### src/rtl/dct_stats_pkg.sv
package dct_stats_pkg;

  // strobes from the sequencer to the arithmetic side
  typedef struct packed {
    logic clrAcc;    // start a fresh frame: sums restart from the current sample
    logic accEn;     // a coefficient is taken this cycle
    logic isDc;      // the taken coefficient sits at block position 0
    logic startDiv;  // load all dividers
    logic finish;    // dividers idle: register the results
  } ctrl_t;

endpackage

### src/rtl/dct_stats_div.sv
// Bit-serial restoring divider, unsigned, one quotient bit per cycle.
module dct_stats_div #(
  parameter int DIVD_W = 25,
  parameter int DIVS_W = 13,
  parameter int OUT_W  = 12,
  localparam int CNT_W = $clog2(DIVD_W)
) (
  input  logic              clk,
  input  logic              rst_n,
  input  logic              start,
  input  logic [DIVD_W-1:0] dividend,
  input  logic [DIVS_W-1:0] divisor,
  output logic              busy,
  output logic [OUT_W-1:0]  quotient
);

  logic [DIVD_W-1:0] quo;
  logic [DIVS_W-1:0] rem, dv;
  logic [CNT_W-1:0]  cnt;
  logic [DIVS_W:0]   trial, remNext;
  logic              fits;

  always_comb begin
    trial   = {rem, quo[DIVD_W-1]};
    fits    = trial >= {1'b0, dv};
    remNext = fits ? (trial - {1'b0, dv}) : trial;
  end

  always_ff @(posedge clk or negedge rst_n) begin
    if (!rst_n) begin
      quo  <= '0;
      rem  <= '0;
      dv   <= '0;
      cnt  <= '0;
      busy <= 1'b0;
    end else if (start) begin
      quo  <= dividend;
      rem  <= '0;
      dv   <= divisor;
      cnt  <= '0;
      busy <= 1'b1;
    end else if (busy) begin
      quo <= {quo[DIVD_W-2:0], fits};
      rem <= remNext[DIVS_W-1:0];
      cnt <= cnt + 1'b1;
      if (cnt == CNT_W'(DIVD_W - 1)) busy <= 1'b0;
    end
  end

  assign quotient = quo[OUT_W-1:0];

  // R3/R4/R5 depend on a well-formed division
  p_div_nonzero_r3: assert property (@(posedge clk) disable iff (!rst_n)
    start |-> divisor != '0);
  p_rem_below_r3: assert property (@(posedge clk) disable iff (!rst_n)
    busy |-> rem < dv);
  p_rem_fits_r3: assert property (@(posedge clk) disable iff (!rst_n)
    busy |-> !remNext[DIVS_W]);

endmodule

### src/rtl/dct_stats_ctrl.sv
module dct_stats_ctrl
  import dct_stats_pkg::*;
#(
  parameter int COEF_PER_BLK = 64,
  parameter int NB_W         = 13,
  localparam int POS_W       = $clog2(COEF_PER_BLK)
) (
  input  logic            clk,
  input  logic            rst_n,
  input  logic            frameStart,
  input  logic            blockStart,
  input  logic            inValid,
  input  logic [NB_W-1:0] numBlocks,
  input  logic            divIdle,
  output ctrl_t           ctl,
  output logic [NB_W-1:0] frameBlocks
);

  typedef enum logic [1:0] {S_IDLE, S_ACCUM, S_LAUNCH, S_WAIT} state_t;
  localparam logic [POS_W-1:0] LAST_POS = POS_W'(COEF_PER_BLK - 1);

  state_t          state;
  logic [POS_W-1:0] pos, curPos;
  logic [NB_W-1:0]  blkCnt, nLatched, blkBase, blkNext, nEff;
  logic             take, lastCoef, frameEnd;

  always_comb begin
    curPos   = (blockStart || frameStart) ? '0 : pos;
    take     = inValid && (frameStart || state == S_ACCUM);
    lastCoef = take && (curPos == LAST_POS);
    blkBase  = frameStart ? '0 : blkCnt;
    blkNext  = blkBase + 1'b1;
    nEff     = frameStart ? numBlocks : nLatched;
    frameEnd = lastCoef && (blkNext == nEff);

    ctl.clrAcc   = frameStart;
    ctl.accEn    = take;
    ctl.isDc     = (curPos == '0);
    ctl.startDiv = (state == S_LAUNCH);
    ctl.finish   = (state == S_WAIT) && divIdle;
  end

  assign frameBlocks = blkCnt;

  always_ff @(posedge clk or negedge rst_n) begin
    if (!rst_n) begin
      state    <= S_IDLE;
      pos      <= '0;
      blkCnt   <= '0;
      nLatched <= '0;
    end else begin
      if (frameStart) begin
        nLatched <= numBlocks;
        pos      <= '0;
        blkCnt   <= '0;
        state    <= S_ACCUM;
      end
      if (take) begin
        pos <= lastCoef ? '0 : curPos + 1'b1;
        if (lastCoef) blkCnt <= blkNext;
      end
      if (frameEnd) begin
        state <= S_LAUNCH;
      end else if (!frameStart) begin
        case (state)
          S_LAUNCH: state <= S_WAIT;
          S_WAIT:   if (divIdle) state <= S_IDLE;
          default:  ;
        endcase
      end
    end
  end

  p_blk_bound_r8: assert property (@(posedge clk) disable iff (!rst_n)
    (state == S_ACCUM) |-> (blkCnt < nLatched));
  p_realign_r10: assert property (@(posedge clk) disable iff (!rst_n)
    (take && blockStart) |=> (pos == POS_W'(1)));
  p_outside_frame_r9: assert property (@(posedge clk) disable iff (!rst_n)
    ((state != S_ACCUM) && !frameStart) |=> $stable(blkCnt));

endmodule

### src/rtl/dct_stats_dp.sv
module dct_stats_dp
  import dct_stats_pkg::*;
#(
  parameter int COEF_W     = 12,
  parameter int MAX_BLOCKS = 4096,
  parameter int AC_PER_BLK = 63,
  localparam int NB_W      = $clog2(MAX_BLOCKS + 1),
  localparam int ACCNT_W   = $clog2(AC_PER_BLK * MAX_BLOCKS + 1),
  localparam int DC_SUM_W  = COEF_W + NB_W,
  localparam int AC_SUM_W  = COEF_W + ACCNT_W,
  localparam int SQ_W      = 2 * COEF_W,
  localparam int SQ_SUM_W  = SQ_W + ACCNT_W
) (
  input  logic                     clk,
  input  logic                     rst_n,
  input  ctrl_t                    ctl,
  input  logic signed [COEF_W-1:0] coefIn,
  input  logic [NB_W-1:0]          frameBlocks,
  output logic                     divIdle,
  output logic                     statsValid,
  output logic signed [COEF_W-1:0] dcMean,
  output logic signed [COEF_W-1:0] acMean,
  output logic [SQ_W-1:0]          acVar
);

  logic signed [SQ_W-1:0]     prod;
  logic [SQ_W-1:0]            sqVal;
  logic signed [DC_SUM_W-1:0] dcSum, dcAdd;
  logic signed [AC_SUM_W-1:0] acSum, acAdd;
  logic [SQ_SUM_W-1:0]        sqSum, sqAdd;
  logic [DC_SUM_W-1:0]        dcMag;
  logic [AC_SUM_W-1:0]        acMag;
  logic [ACCNT_W-1:0]         acDen;
  logic [COEF_W-1:0]          dcQuo, acQuo;
  logic [SQ_W-1:0]            sqQuo, magSq, varNext;
  logic                       dcBusy, acBusy, sqBusy, dcNeg, acNeg;
  logic signed [COEF_W:0]     dcMeanW, acMeanW;

  function automatic logic signed [COEF_W:0] applySign(input logic neg,
                                                       input logic [COEF_W-1:0] mag);
    logic signed [COEF_W:0] wide;
    wide = $signed({1'b0, mag});
    return neg ? -wide : wide;
  endfunction

  // per-sample contributions, steered by block position
  always_comb begin
    prod  = coefIn * coefIn;
    sqVal = prod;
    dcAdd = (ctl.accEn && ctl.isDc)
          ? {{(DC_SUM_W-COEF_W){coefIn[COEF_W-1]}}, coefIn} : '0;
    acAdd = (ctl.accEn && !ctl.isDc)
          ? {{(AC_SUM_W-COEF_W){coefIn[COEF_W-1]}}, coefIn} : '0;
    sqAdd = (ctl.accEn && !ctl.isDc) ? {{(SQ_SUM_W-SQ_W){1'b0}}, sqVal} : '0;
  end

  always_ff @(posedge clk or negedge rst_n) begin
    if (!rst_n) begin
      dcSum <= '0;
      acSum <= '0;
      sqSum <= '0;
    end else begin
      dcSum <= (ctl.clrAcc ? '0 : dcSum) + dcAdd;
      acSum <= (ctl.clrAcc ? '0 : acSum) + acAdd;
      sqSum <= (ctl.clrAcc ? '0 : sqSum) + sqAdd;
    end
  end

  // magnitudes and signs for the unsigned dividers
  always_comb begin
    dcMag = dcSum[DC_SUM_W-1] ? -dcSum : dcSum;
    acMag = acSum[AC_SUM_W-1] ? -acSum : acSum;
    acDen = ACCNT_W'(frameBlocks) * ACCNT_W'(AC_PER_BLK);
  end

  always_ff @(posedge clk or negedge rst_n) begin
    if (!rst_n) begin
      dcNeg <= 1'b0;
      acNeg <= 1'b0;
    end else if (ctl.startDiv) begin
      dcNeg <= dcSum[DC_SUM_W-1];
      acNeg <= acSum[AC_SUM_W-1];
    end
  end

  dct_stats_div #(.DIVD_W(DC_SUM_W), .DIVS_W(NB_W), .OUT_W(COEF_W)) uDcDiv (
    .clk(clk), .rst_n(rst_n), .start(ctl.startDiv), .dividend(dcMag),
    .divisor(frameBlocks), .busy(dcBusy), .quotient(dcQuo));

  dct_stats_div #(.DIVD_W(AC_SUM_W), .DIVS_W(ACCNT_W), .OUT_W(COEF_W)) uAcDiv (
    .clk(clk), .rst_n(rst_n), .start(ctl.startDiv), .dividend(acMag),
    .divisor(acDen), .busy(acBusy), .quotient(acQuo));

  dct_stats_div #(.DIVD_W(SQ_SUM_W), .DIVS_W(ACCNT_W), .OUT_W(SQ_W)) uSqDiv (
    .clk(clk), .rst_n(rst_n), .start(ctl.startDiv), .dividend(sqSum),
    .divisor(acDen), .busy(sqBusy), .quotient(sqQuo));

  assign divIdle = !(dcBusy || acBusy || sqBusy);

  always_comb begin
    dcMeanW = applySign(dcNeg, dcQuo);
    acMeanW = applySign(acNeg, acQuo);
    magSq   = {{COEF_W{1'b0}}, acQuo} * {{COEF_W{1'b0}}, acQuo};
    varNext = sqQuo - magSq;
  end

  always_ff @(posedge clk or negedge rst_n) begin
    if (!rst_n) begin
      statsValid <= 1'b0;
      dcMean     <= '0;
      acMean     <= '0;
      acVar      <= '0;
    end else begin
      statsValid <= ctl.finish;
      if (ctl.finish) begin
        dcMean <= dcMeanW[COEF_W-1:0];
        acMean <= acMeanW[COEF_W-1:0];
        acVar  <= varNext;
      end
    end
  end

  p_ac_keeps_dc_r2: assert property (@(posedge clk) disable iff (!rst_n)
    (ctl.accEn && !ctl.isDc && !ctl.clrAcc) |=> dcSum == $past(dcSum));
  p_dc_keeps_ac_r2: assert property (@(posedge clk) disable iff (!rst_n)
    (ctl.accEn && ctl.isDc && !ctl.clrAcc) |=> (acSum == $past(acSum)) && (sqSum == $past(sqSum)));
  p_no_overflow_r11: assert property (@(posedge clk) disable iff (!rst_n)
    !$past(ctl.clrAcc) |-> sqSum >= $past(sqSum));
  p_square_range_r11: assert property (@(posedge clk) disable iff (!rst_n)
    ctl.accEn |-> !prod[SQ_W-1]);
  p_var_not_neg_r5: assert property (@(posedge clk) disable iff (!rst_n)
    ctl.finish |-> sqQuo >= magSq);
  p_strobe_once_r7: assert property (@(posedge clk) disable iff (!rst_n)
    statsValid |=> !statsValid);
  p_hold_r7: assert property (@(posedge clk) disable iff (!rst_n)
    !statsValid |-> $stable(dcMean) && $stable(acMean) && $stable(acVar));

endmodule

### src/rtl/dct_stats_unit.sv
module dct_stats_unit
  import dct_stats_pkg::*;
#(
  parameter int COEF_W     = 12,
  parameter int MAX_BLOCKS = 4096,
  parameter int BLK_DIM    = 8,
  localparam int NB_W      = $clog2(MAX_BLOCKS + 1),
  localparam int VAR_W     = 2 * COEF_W
) (
  input  logic                     clk,
  input  logic                     rst_n,
  input  logic                     frameStart,
  input  logic [NB_W-1:0]          numBlocks,
  input  logic                     blockStart,
  input  logic                     inValid,
  input  logic signed [COEF_W-1:0] coefIn,
  output logic                     statsValid,
  output logic signed [COEF_W-1:0] dcMean,
  output logic signed [COEF_W-1:0] acMean,
  output logic [VAR_W-1:0]         acVar
);

  localparam int COEF_PER_BLK = BLK_DIM * BLK_DIM;
  localparam int AC_PER_BLK   = COEF_PER_BLK - 1;

  ctrl_t           ctl;
  logic            divIdle;
  logic [NB_W-1:0] frameBlocks;

  dct_stats_ctrl #(.COEF_PER_BLK(COEF_PER_BLK), .NB_W(NB_W)) uCtrl (
    .clk(clk), .rst_n(rst_n), .frameStart(frameStart), .blockStart(blockStart),
    .inValid(inValid), .numBlocks(numBlocks), .divIdle(divIdle),
    .ctl(ctl), .frameBlocks(frameBlocks));

  dct_stats_dp #(.COEF_W(COEF_W), .MAX_BLOCKS(MAX_BLOCKS), .AC_PER_BLK(AC_PER_BLK)) uDp (
    .clk(clk), .rst_n(rst_n), .ctl(ctl), .coefIn(coefIn), .frameBlocks(frameBlocks),
    .divIdle(divIdle), .statsValid(statsValid), .dcMean(dcMean), .acMean(acMean),
    .acVar(acVar));

endmodule

### config.mk
export PLATFORM = sky130hd
export DESIGN_NAME = dct_stats_unit
export DESIGN_NICKNAME = d
export VERILOG_FILES = /design/src/rtl/dct_stats_pkg.sv /design/src/rtl/dct_stats_div.sv /design/src/rtl/dct_stats_ctrl.sv /design/src/rtl/dct_stats_dp.sv /design/src/rtl/dct_stats_unit.sv
export SDC_FILE = /design/constraint.sdc
export NUM_CORES = 2
export LEC_CHECK = 0
export ABC_AREA = 0
export BUFFER_PORTS_ARGS = -buffer_cell sky130_fd_sc_hd__buf_2
export CORE_MARGIN = 4
export CORE_UTILIZATION = 30
export DETAILED_ROUTE_END_ITERATION = 7
export PLACE_DENSITY_LB_ADDON = 0.3
export SLEW_MARGIN = 20
export SYNTH_ARGS = -nofsm -noshare
export SYNTH_HDL_FRONTEND = slang
export SYNTH_SLANG_ARGS = --single-unit
### constraint.sdc
create_clock -name clk -period 7.06 [get_ports clk]
set_clock_uncertainty 0.2 [all_clocks]
set_input_delay 1.059 -clock clk [delete_from_list [all_inputs] [get_ports clk]]
set_output_delay 1.059 -clock clk [all_outputs]
set_load 0.02 [all_outputs]
-- After elaboration in Yosys (flattened, before gate mapping)
Cells that the tools add are included.
- $add $sub $neg: 16
- $mul: 3
- $lt $le $gt $ge: 3
- eq/ne operators: 8
- muxes and demuxes: 53
- reduce and logical (&&, ||, !) cells: 17
- operator list (cell ; count):
    $mux W30 ; 5
    $mux W42 ; 3
    $mux W25 ; 5
    $mux W18 ; 6
    $mux W13 ; 7
    $mul A12 B12 Y24 ; 2
    $add A42 B42 Y42 ; 1
    $ge A19 B18 Y1 ; 2
    $mux W6 ; 6
    $sub A18 B18 Y18 ; 2
    $add A30 B30 Y30 ; 1
    $neg A30 Y30 ; 1
    $add A25 B25 Y25 ; 1
    $neg A25 Y25 ; 1
    $mux W12 ; 2
    $mux W24 ; 1
    $neg A12 Y12 ; 2
    $sub A24 B24 Y24 ; 1
    $mux W5 ; 4
    $mul A13 B6 Y18 const B ; 1
    $ge A14 B13 Y1 ; 1
    $add A13 B1 Y13 const B ; 1
    $eq A13 B13 Y1 ; 1
    $sub A13 B13 Y13 ; 1
    14 further kinds ; 42
- register bits: 378
- input port bits: 30

-- Logic depth before layout (Yosys ltp)
- word-level depth: 7
- depth in mapped cells: 32

-- Hierarchy
A second synthesis with hierarchy kept.
- cell total of the unflattened synthesis: 3987
- area, all modules: 36409.9 µm²
- by module, submodules not included (module ; instances ; cells each ; area an instance (µm²)):
    dct_stats_dp ; 1 ; 2383 ; 21549.4
    dct_stats_div at uDp.uSqDiv ; 1 ; 560 ; 5201.2
    dct_stats_div at uDp.uAcDiv ; 1 ; 460 ; 4196.5
    dct_stats_div at uDp.uDcDiv ; 1 ; 359 ; 3357.0
    dct_stats_ctrl ; 1 ; 225 ; 2105.8

-- Least setup slack after synthesis
No wires, ideal clock.
- path type: input to register
- from: in coefIn[7]
- to: reg uDp.sqSum[38]
- arrival time: 7766 ps
- slack: -1032 ps
- stages: 30
- path through: clkbuf_1 -> nand2_1 -> inv_1 -> fa_1 -> fa_1 -> inv_1 -> fa_1 -> inv_1 -> fa_1 -> inv_1 -> fa_1 -> inv_1 -> ha_1 -> or2_2 -> a31o_2 -> a31o_2 -> a21oi_1 -> xor2_1 -> nor2_1 -> ha_1 -> a21o_1 -> a21o_1 -> a211oi_1 -> o21ai_0 -> o21a_1 -> or3_1 -> nand2_1 -> clkbuf_1 -> nor3b_1 -> xnor2_1
- word-level cells in the longest chain between the ends: 3
- RTL lines (element ; line ; text):
    start: declaration ; dct_stats_unit.sv:16 ; input logic signed [COEF_W-1:0] coefIn,
    $mul A12 B12 Y24 ; dct_stats_dp.sv:48 ; prod = coefIn * coefIn;
    $mux W24 ; dct_stats_dp.sv:54 ; sqAdd = (ctl.accEn && !ctl.isDc) ? {{(SQ_SUM_W-SQ_W){1'b0}}, sqVal} : '0;
    $add A42 B42 Y42 ; dct_stats_dp.sv:65 ; sqSum <= (ctl.clrAcc ? '0 : sqSum) + sqAdd;
    end signal: assignment ; dct_stats_dp.sv:65 ;
    end: declaration ; dct_stats_dp.sv:30 ; logic [SQ_SUM_W-1:0] sqSum, sqAdd;
No other way between the ends.
A chain may end at the register's enable or synchronous reset.

-- Final worst setup path
- from: in coefIn[3]
- to: reg uDp.sqSum[35]
Same word-level chain as after synthesis.

==> metrics <==
area of the mapped netlist 34700 um^2; Max clock buf depth 3; Die W 348 um; synthesis warning total 0; Combinational Power Share 49.9%; ys flop type sky130_fd_sc_hd__dfrtp_1; clock latency reported for the late side of the worst-skew pair 0.60 ns; initial core utilization 30.3%; Post-Synthesis Net Count 4424; share of synthesized registers carrying an async set or reset 100%; max-slew violation count 0; delay-heaviest family, CP adder cells; HP Class input port to async pin; number of design-rule violations left by the first detailed-router iteration 1554; Worst-path clk slew 0.06 ns; data required time at the worst endpoint 7.34 ns; core region area 115000 um^2; H-tree level count 2; multi-input combinational cell area 23600 um^2; total chip power 0.00954 W; sequential area share after synthesis 27.2%; max cap viols 0; Distinct cells, synth 77; longest individual stage delay on the worst path 0.59 ns; data arrival time of the critical path 7.25 ns; switching power share of the total 35.7%; fraction of the cycle the final worst path needs 98.8%; DRC violations left 0; top area cells in the synthesized netlist sky130_fd_sc_hd__dfrtp_1 (27%), sky130_fd_sc_hd__fa_1 (15%), sky130_fd_sc_hd__ha_1 (10%); total setup violations reported at the end of the flow 0; final core utilization 35.3%; smallest setup slack after layout 0.0851 ns; post-detailed-placement half-perimeter wirelength 65700 um; final-report hold violation count 0; Std-Cell Rows 124; pin count of the biggest net entering global routing 139; initial antenna violation count 6; internal power summed over all cells 0.00614 W; weighted congestion reported at the end of routability-driven placement 0.816; share of post-route cells with drive strength above 1 13.1%; Pre-Repair DR Iteration Count 5; GRT Util Overall 14.1%; Leak Pwr 19.1 nW; Final ANT Viol Nets 0; post-placement worst setup slack -0.803 ns; synthesized instance count 3837; maximum operating frequency 143 MHz; top fanout value on the critical path 5; Max stage delay cell, worst path sky130_fd_sc_hd__fa_2; category of the worst setup path launch point input port; path type of the worst setup path input port to register; setup repair after global routing missed its margin yes; clock network fraction of design power 25.5%; total die area 121000 um^2; clock sinks 377; via count of the first global-routing pass 26400; cell at the root of the clock tree sky130_fd_sc_hd__clkbuf_16; Fillers 11700; final wirelength 85500 um; count of hold-fix buffers inserted at cts 0; Via density 4.73; clock tree from TritonCTS built; final net count 4618; total CTS buffers 44; number of instances in the placed design 5477; mean cell area of the mapped netlist 9.05 um^2; worst path buffer plus inverter count 9; Cell Pwr Density 236 nW/um^2; Top-Level Pins 79; gr ovfl total 0; Hold Slack 0.245 ns; Cell Count, Final, Fillers Out 5580; total via count after detailed routing 26400; Yosys top cell area share 27.2%; Min Clock Period, post-route 6.97 ns; Max rail drop VDD 291 uV; growth of design area from synthesis to finish 16.5%; slew at the pin with the worst max-slew slack 0.976 ns; Sequential Power Share 24.6%; post-detailed-route wirelength per cell 15.3 um; run status finished, final reports clean; endpoint type of the worst setup path register; Die Height 348 um; synthesis-stage register bit count 377; number of buffers added on ports 78; leading area contributor after synthesis sky130_fd_sc_hd__dfrtp_1; first-pass GRT wire length 141000 um; headroom to the max-slew limit 34.9%; net switching power 0.00340 W; sequential standard cell area 9440 um^2; count of flip-flops with a built-in enable after synthesis 0
[power groups by stage]
stage               clock network (W)  logic, W  registers [W]
floorplan                           0   0.00297        0.00234
global placement                    0   0.00434        0.00238
detailed placement                  0   0.00438        0.00238
CTS                           0.00251   0.00443        0.00235
global route                  0.00258   0.00540        0.00236
finish                        0.00243   0.00476        0.00235
[cells by family after synthesis]
family	count (synthesis)	synth area share, %
compound gates	773	13.7
mux	152	4.44
buf+inv	626	6.78
flops	377	27.2
simple gates	1070	14.9
xor+xnor	282	7.11
fa+ha+maj	557	25.9
[through the flow]
stage	setup TNS (ns)	area (um^2)
finish	0	40500
global route	-0.885	40500
CTS	-0.00435	39800
detailed placement	-13.42	38300
global placement	-11.55	38300
floorplan	-3.39	35100
[cell type report]
type / instances / share of cell area [%]
Timing Repair inverter: 1 / 0.0124
Tap cell: 1512 / 4.68
Inverter: 474 / 4.44
Clock inverter: 15 / 0.479
Multi-Input combinational cell: 2835 / 58.3
Clock buffer: 66 / 3.25
Sequential cell: 377 / 23.3
Antenna cell: 2 / 0.0124
Timing Repair Buffer: 298 / 5.54
[path summary, 6_finish.rpt]
check                                         end              start  cells past startpoint  slack, ns
worst min-delay path            uCtrl.nLatched[4]              rst_n                      1       0.24
worst max-delay path                uDp.sqSum[35]          coefIn[3]                     30       0.09
max in group asynchronous         uDp.uSqDiv.busy              rst_n                      2       5.03
worst min register to register       uDp.acVar[9]       uDp.acVar[9]                      2       0.26
worst max register to register      uDp.acVar[22]  uDp.uAcDiv.quo[2]                     20       0.67
min in group clk                     uDp.acVar[9]       uDp.acVar[9]                      2       0.26
[metal layers]
metal,vias up,global-route usage (%),part of all wire [%]
met5,-,0,0
met4,0,3.25,1.9
met3,75,1.79,3.8
met2,332,21.9,43
met1,12700,20.9,51
li1,13200,-,-
[Yosys cell counts (29+ instances only)]
| cell type | number |
|---|---|
| sky130_fd_sc_hd__a21o_1 | 63 |
| sky130_fd_sc_hd__nor2_1 | 197 |
| sky130_fd_sc_hd__and2_1 | 55 |
| sky130_fd_sc_hd__a21oi_1 | 157 |
| sky130_fd_sc_hd__mux2i_1 | 135 |
| sky130_fd_sc_hd__inv_1 | 473 |
| sky130_fd_sc_hd__dfrtp_1 | 377 |
| sky130_fd_sc_hd__and3_1 | 29 |
| sky130_fd_sc_hd__nor3_1 | 48 |
| sky130_fd_sc_hd__fa_1 | 268 |
| sky130_fd_sc_hd__nand4_1 | 34 |
| sky130_fd_sc_hd__xnor2_1 | 190 |
| sky130_fd_sc_hd__clkbuf_1 | 134 |
| sky130_fd_sc_hd__nor2b_1 | 112 |
| sky130_fd_sc_hd__ha_1 | 289 |
| sky130_fd_sc_hd__o21ai_0 | 298 |
| sky130_fd_sc_hd__a211oi_1 | 32 |
| sky130_fd_sc_hd__o21a_1 | 31 |
| sky130_fd_sc_hd__nand2_1 | 413 |
| sky130_fd_sc_hd__xor2_1 | 92 |
| sky130_fd_sc_hd__nand3_1 | 53 |
[registers in the layout (all words and copies together) (netlist names), 24 cells and up]
signal and count:
uDp.uDcDiv.quo 25, uDp.uSqDiv.quo 42, uDp.acVar 24, uDp.dcSum 25
uDp.sqSum 42, uDp.acSum 30, uDp.uAcDiv.quo 30
[what timing repair did]
action,4_1_cts,5_1_grt
gates cloned,0,3
endpoints found under the setup margin,10,19
setup buffers,0,17
pin swaps,4,53
resized for setup,5,119
[layout by cell type (no fill, tap or decap), drive strengths merged, types with 157 or more instances in the layout]
cell   count
dfrtp    377
o21ai    306
nor2     197
ha       289
fa       268
buf      296
a21oi    157
nand2    414
inv      475
xnor2    190
[worst reg2reg max path, delay by kind of cell, from the launching register on]
| kind | cells | cell delay (ns) |
|---|---|---|
| AOI/OAI and AO/OA | 7 | 1.82 |
| xor gates and xnor gates | 1 | 0.16 |
| adders and majority gates | 6 | 2.83 |
| buffers and inverters | 4 | 0.51 |
| DFF | 1 | 0.62 |
| and+or+nand+nor | 2 | 0.16 |
Note: power is estimated with default switching activity, not from simulation.
